## src/rtl/jmp_pkg.sv

```systemverilog
package jmp_pkg;
  typedef struct packed {
    logic v;
    logic n;
    logic z;
    logic c;
  } jmp_flags_t;

  typedef enum logic [2:0] {
    CC_NZERO  = 3'd0,
    CC_ZERO   = 3'd1,
    CC_NCARRY = 3'd2,
    CC_CARRY  = 3'd3,
    CC_NEG    = 3'd4,
    CC_GE     = 3'd5,
    CC_LT     = 3'd6,
    CC_ALWAYS = 3'd7
  } jmp_cc_e;

  localparam logic [2:0] JMP_HDR = 3'b001;
endpackage

```

## src/rtl/jmp_cond_eval.sv

```systemverilog
module jmp_cond_eval
  import jmp_pkg::*;
(
  input  logic [2:0]  hdr,
  input  logic [2:0]  cc,
  input  jmp_flags_t  flags,
  output logic        take
);
  logic cond_hit;

  always_comb begin
    unique case (jmp_cc_e'(cc))
      CC_NZERO:  cond_hit = ~flags.z;
      CC_ZERO:   cond_hit = flags.z;
      CC_NCARRY: cond_hit = ~flags.c;
      CC_CARRY:  cond_hit = flags.c;
      CC_NEG:    cond_hit = flags.n;
      CC_GE:     cond_hit = ~(flags.n ^ flags.v);
      CC_LT:     cond_hit = flags.n ^ flags.v;
      default:   cond_hit = 1'b1;
    endcase
  end

  assign take = (hdr == JMP_HDR) & cond_hit;
endmodule

```

## src/rtl/jmp_target_calc.sv

```systemverilog
module jmp_target_calc #(
  parameter int ADDR_W = 16,
  parameter int OFS_W  = 10
) (
  input  logic [ADDR_W-1:0] base,
  input  logic [OFS_W-1:0]  ofs,
  output logic [ADDR_W-1:0] target
);
  localparam int EXT_W = ADDR_W - OFS_W - 1;

  logic [ADDR_W-1:0] ofs_scaled;

  generate
    if (EXT_W > 0) begin : g_ext
      assign ofs_scaled = {{EXT_W{ofs[OFS_W-1]}}, ofs, 1'b0};
    end else begin : g_trunc
      assign ofs_scaled = ADDR_W'({ofs, 1'b0});
    end
  endgenerate

  assign target = base + ofs_scaled;
endmodule

```

## src/rtl/jmp_out_stage.sv

```systemverilog
module jmp_out_stage #(
  parameter int ADDR_W  = 16,
  parameter bit REG_OUT = 1'b1
) (
  input  logic              clk,
  input  logic              rst_n,
  input  logic              in_valid,
  output logic              in_ready,
  input  logic [ADDR_W-1:0] d_target,
  input  logic              d_taken,
  output logic              out_valid,
  input  logic              out_ready,
  output logic [ADDR_W-1:0] out_target,
  output logic              out_taken
);
  generate
    if (REG_OUT) begin : g_reg
      logic              vld_q;
      logic [ADDR_W-1:0] tgt_q;
      logic              tkn_q;

      assign in_ready = ~vld_q | out_ready;

      always_ff @(posedge clk) begin
        if (!rst_n) begin
          vld_q <= 1'b0;
          tgt_q <= '0;
          tkn_q <= 1'b0;
        end else if (in_ready) begin
          vld_q <= in_valid;
          if (in_valid) begin
            tgt_q <= d_target;
            tkn_q <= d_taken;
          end
        end
      end

      assign out_valid  = vld_q;
      assign out_target = tgt_q;
      assign out_taken  = tkn_q;
    end else begin : g_comb
      assign in_ready   = out_ready;
      assign out_valid  = in_valid;
      assign out_target = d_target;
      assign out_taken  = d_taken;
    end
  endgenerate
endmodule

```

## src/rtl/jmp_resolve.sv

```systemverilog
module jmp_resolve
  import jmp_pkg::*;
#(
  parameter int WORD_W  = 16,
  parameter int OFS_W   = 10,
  parameter bit REG_OUT = 1'b1
) (
  input  logic              clk,
  input  logic              rst_n,
  input  logic              in_valid,
  output logic              in_ready,
  input  logic [WORD_W-1:0] instr_word,
  input  logic [WORD_W-1:0] next_pc,
  input  logic              flag_v,
  input  logic              flag_n,
  input  logic              flag_z,
  input  logic              flag_c,
  output logic              out_valid,
  input  logic              out_ready,
  output logic [WORD_W-1:0] out_target,
  output logic              out_taken
);
  localparam int HDR_LSB = WORD_W - 3;
  localparam int CC_LSB  = HDR_LSB - 3;

  jmp_flags_t        flags;
  logic              take_c;
  logic [WORD_W-1:0] target_c;

  assign flags = '{v: flag_v, n: flag_n, z: flag_z, c: flag_c};

  jmp_cond_eval u_cond (
    .hdr   (instr_word[WORD_W-1:HDR_LSB]),
    .cc    (instr_word[HDR_LSB-1:CC_LSB]),
    .flags (flags),
    .take  (take_c)
  );

  jmp_target_calc #(.ADDR_W(WORD_W), .OFS_W(OFS_W)) u_tgt (
    .base   (next_pc),
    .ofs    (instr_word[OFS_W-1:0]),
    .target (target_c)
  );

  jmp_out_stage #(.ADDR_W(WORD_W), .REG_OUT(REG_OUT)) u_out (
    .clk        (clk),
    .rst_n      (rst_n),
    .in_valid   (in_valid),
    .in_ready   (in_ready),
    .d_target   (target_c),
    .d_taken    (take_c),
    .out_valid  (out_valid),
    .out_ready  (out_ready),
    .out_target (out_target),
    .out_taken  (out_taken)
  );
endmodule

```

## config.mk

```make
export PLATFORM = sky130hd
export DESIGN_NAME = jmp_resolve
export DESIGN_NICKNAME = d
export VERILOG_FILES = /design/src/rtl/jmp_pkg.sv /design/src/rtl/jmp_cond_eval.sv /design/src/rtl/jmp_target_calc.sv /design/src/rtl/jmp_out_stage.sv /design/src/rtl/jmp_resolve.sv
export SDC_FILE = /design/constraint.sdc
export NUM_CORES = 1
export LEC_CHECK = 0
export ABC_AREA = 0
export ABC_CLOCK_PERIOD_IN_PS = 2300
export BUFFER_PORTS_ARGS = -buffer_cell sky130_fd_sc_hd__clkbuf_2
export CAP_MARGIN = 15
export CORE_UTILIZATION = 44
export DETAILED_ROUTE_END_ITERATION = 10
export HOLD_SLACK_MARGIN = 0.08
export MAX_ROUTING_LAYER = met4
export PLACE_DENSITY = 0.75
export SYNTH_ARGS = -nofsm -noshare
export SYNTH_HDL_FRONTEND = slang
export SYNTH_HIERARCHICAL = 1
export SYNTH_SLANG_ARGS = --single-unit
export TNS_END_PERCENT = 30
```

## constraint.sdc

```tcl
create_clock -name clk -period 2.3 [get_ports clk]
set_clock_uncertainty 0.15 [all_clocks]
set_input_delay 0.575 -clock clk [delete_from_list [all_inputs] [get_ports clk]]
set_output_delay 0.575 -clock clk [all_outputs]
set_load 0.005 [all_outputs]
```

==> flow_summary.ini <==
[outcome]
status = complete, no violations

[sta]
max-slew-margin-rel_pct = 57.84
tns_ns = 0
fin_crit_ns = 2.197
fmax_mhz = 455.2
hold_violations = 0
worst_pin_slew_ns = 0.6324
finalMaxSlewViolations = 0
fin_crit_sh_pct = 95.52
rsz0062_at_grt = true
setup_viol = 0

[setup_path]
required_ns = 2.38
arrival_ns = 2.28
slowest_delay_ns = 0.43
crit_slowest_cell = fa_1
r2r_cells = 3
startpoint_type = input port
crit_chain = clkbuf_2, ha_1, fa_1, a21oi_2, o21ai_2, o41ai_1, xnor2_1, nand2_1, mux2i_1
endpoint_kind = register
critPathKind = input port to register
crit_fanout = 4

[cts]
clock_latency_ns = 0.29
cts-root-buf = clkbuf_4
cts_made_buffers = 3
cts.clk_slew.worst_paths_ns = 0.10
clock_path_buffers = 2
cts_tree = built
htreeDepth = 1
clock_sinks = 18
postCtsSetupRepairBufs = 0

[place]
place_congestion = 0.7936
hpwlAfterDp_mm = 2.767
port_buffers = 58

[grt]
grt.total_usage_pct = 19.56
grt_pass1_wl_mm = 5.354
grt_pass1_vias = 1368
antenna_found_initial = 0
grt_start_max_net_pins = 36
gr-total-overflow = 0

[route]
drt_first_iter_violations = 28
firstDrtPassIters = 4
ant_nets = 0
wl_per_cell_um = 10.97
post_drt_via_cell_ratio = 5.017
drc = 0
num_vias = 1490
finalWirelength_mm = 3.259

[cells_and_area]
area_growth_pct = 34.03
fin_util_pct = 64.12
nFillCells = 303
antenna_cells = 0
nets = 309
multi_input_area_mm2 = 0.001080
layout-drive-gt1-share_pct = 38.34
regArea_um2 = 360.3

[logic_synthesis]
seq_area_frac_synth_pct = 24.08
yosysUniqueCellTypes = 44
synth_edf_count = 0
syn-num-nets = 230
ys.flop_type = dfxtp_1
yosysWarningCount = 6
ys_ff_latch = 18
postSynthCellCount = 175
synthesis.area_mm2 = 0.001496
async_flop_share_pct = 0
avgSynthCellArea_um2 = 8.551

[power]
p_leak_nw = 1.061
powerDensity_mw_per_mm2 = 473.8
max-vdd-ir-drop_mv = 0.1957

[worst_hold_path]
min_path_cells = 2
hold_class = register to register

[die]
die-width_um = 60.32
die_area_mm2 = 0.003638
die_h_um = 60.32
placementRows = 20
ios = 59
core_region_area_mm2 = 0.003128
start_util_pct = 47.84

[run]
drv_cap = 0
## cell families (layout without fill, tap and decap cells)
family | count (synthesis) | count (layout) | share of synthesized area [%]
buffers and inverters | 10 | 88 | 4.515
DFF | 18 | 18 | 24.08
AOI/OAI and AO/OA | 31 | 31 | 16.64
adders and majority gates | 15 | 15 | 13.04
xor gates and xnor gates | 12 | 12 | 7.023
muxes | 19 | 19 | 12.71
and+or+nand+nor | 70 | 70 | 21.99
## state kept, by name, indices dropped and copies added, names as in the netlist
signal            cells
u_out/out_taken       1
u_out/out_target     16
u_out/out_valid       1
## path summary, 6_finish.rpt
path / from / to / slack [ns]
setup reg to reg: u_out/out_valid / u_out/out_target[10] / 1.10
hold / removal: u_out/out_target[0] / u_out/out_target[0] / 0.31
setup / recovery: next_pc[1] / u_out/out_target[9] / 0.10
hold reg to reg: u_out/out_target[0] / u_out/out_target[0] / 0.31
## synthesized netlist by cell type, types with 2 or more instances
| cell type | count | area (um^2) |
|---|---|---|
| a21o_1 | 4 | 30.03 |
| nor2_1 | 10 | 37.54 |
| inv_1 | 3 | 11.26 |
| nor3_1 | 2 | 10.01 |
| a21oi_1 | 5 | 25.02 |
| o21ai_0 | 2 | 10.01 |
| o41ai_1 | 2 | 17.52 |
| xnor2_1 | 8 | 70.07 |
| dfxtp_1 | 18 | 360.4 |
| ha_1 | 14 | 175.2 |
| xor2_1 | 4 | 35.03 |
| mux2i_1 | 19 | 190.2 |
| nor3b_1 | 2 | 15.01 |
| clkbuf_1 | 2 | 7.510 |
| o21a_1 | 2 | 15.01 |
| a21oi_2 | 3 | 26.28 |
| o211ai_1 | 2 | 15.01 |
| and3_1 | 4 | 25.02 |
| nand2_1 | 42 | 157.7 |
| buf_2 | 2 | 10.01 |
| o21ai_2 | 2 | 17.52 |
## critical path: cells and delay by family
family / cells / cell delay, ns
xor+xnor: 1 / 0.16
buf+inv: 1 / 0.08
simple gates: 1 / 0.06
fa+ha+maj: 2 / 0.65
mux: 1 / 0.13
compound gates: 3 / 0.62
## per-stage QoR
step | power, mW | instance area, um^2 | setup WS (ns) | hold slack [ns] | instances
3_3_place_gp | 0.7511 | 1962 | -0.2006 | 0.2931 | 293
4_1_cts | 0.9572 | 1998 | 0.04779 | 0.3165 | 297
5_1_grt | 1.021 | 2006 | -0.02309 | 0.3310 | 297
3_5_place_dp | 0.7607 | 1962 | -0.2548 | 0.2998 | 293
2_1_floorplan | 0.6115 | 1500 | 0.009720 | 0.3011 | 175
6_report | 0.9504 | 2006 | 0.1031 | 0.3139 | 297
## routing by layer
layer / track usage (%) / vias up / wire [um]
li1: - / 774 / -
met1: 22.40 / 669 / 1531
met2: 34.38 / 43 / 1545
met3: 1.732 / 4 / 146
met4: 8.306 / 0 / 35
met5: - / - / 0
## layout make-up
cell class                 count  share of cell area, %
sequential                    18                  17.97
timing repair buffer          81                  23.08
clock buffer                   4                  1.809
inverter                       3                 0.5614
tap                           44                  2.745
multi-input combinational    147                  53.84
## what timing repair did
action | CTS | global route
hold buffers | 0 | 0
endpoints found under the setup margin | 0 | 4
resized for setup | 0 | 1
## where the power goes
group	internal (mW)	switching, mW
Sequential	0.344	0.0178
Combinational	0.208	0.185
Clock	0.0965	0.0992
Total	0.649	0.302
## cell usage in the layout, fill, tap and decap left out, drive strengths merged, types with 2 or more instances in the layout
master	instances
and3	4
xor2	4
a21o	4
xnor2	8
a21oi	8
o211ai	2
o41ai	3
buf	23
dfxtp	18
a21boi	2
clkbuf	62
mux2i	19
nand2	42
nor3	2
inv	3
o21a	2
nor3b	2
o21ai	4
nor2	10
ha	14
Power figures use the tool's default switching activity.
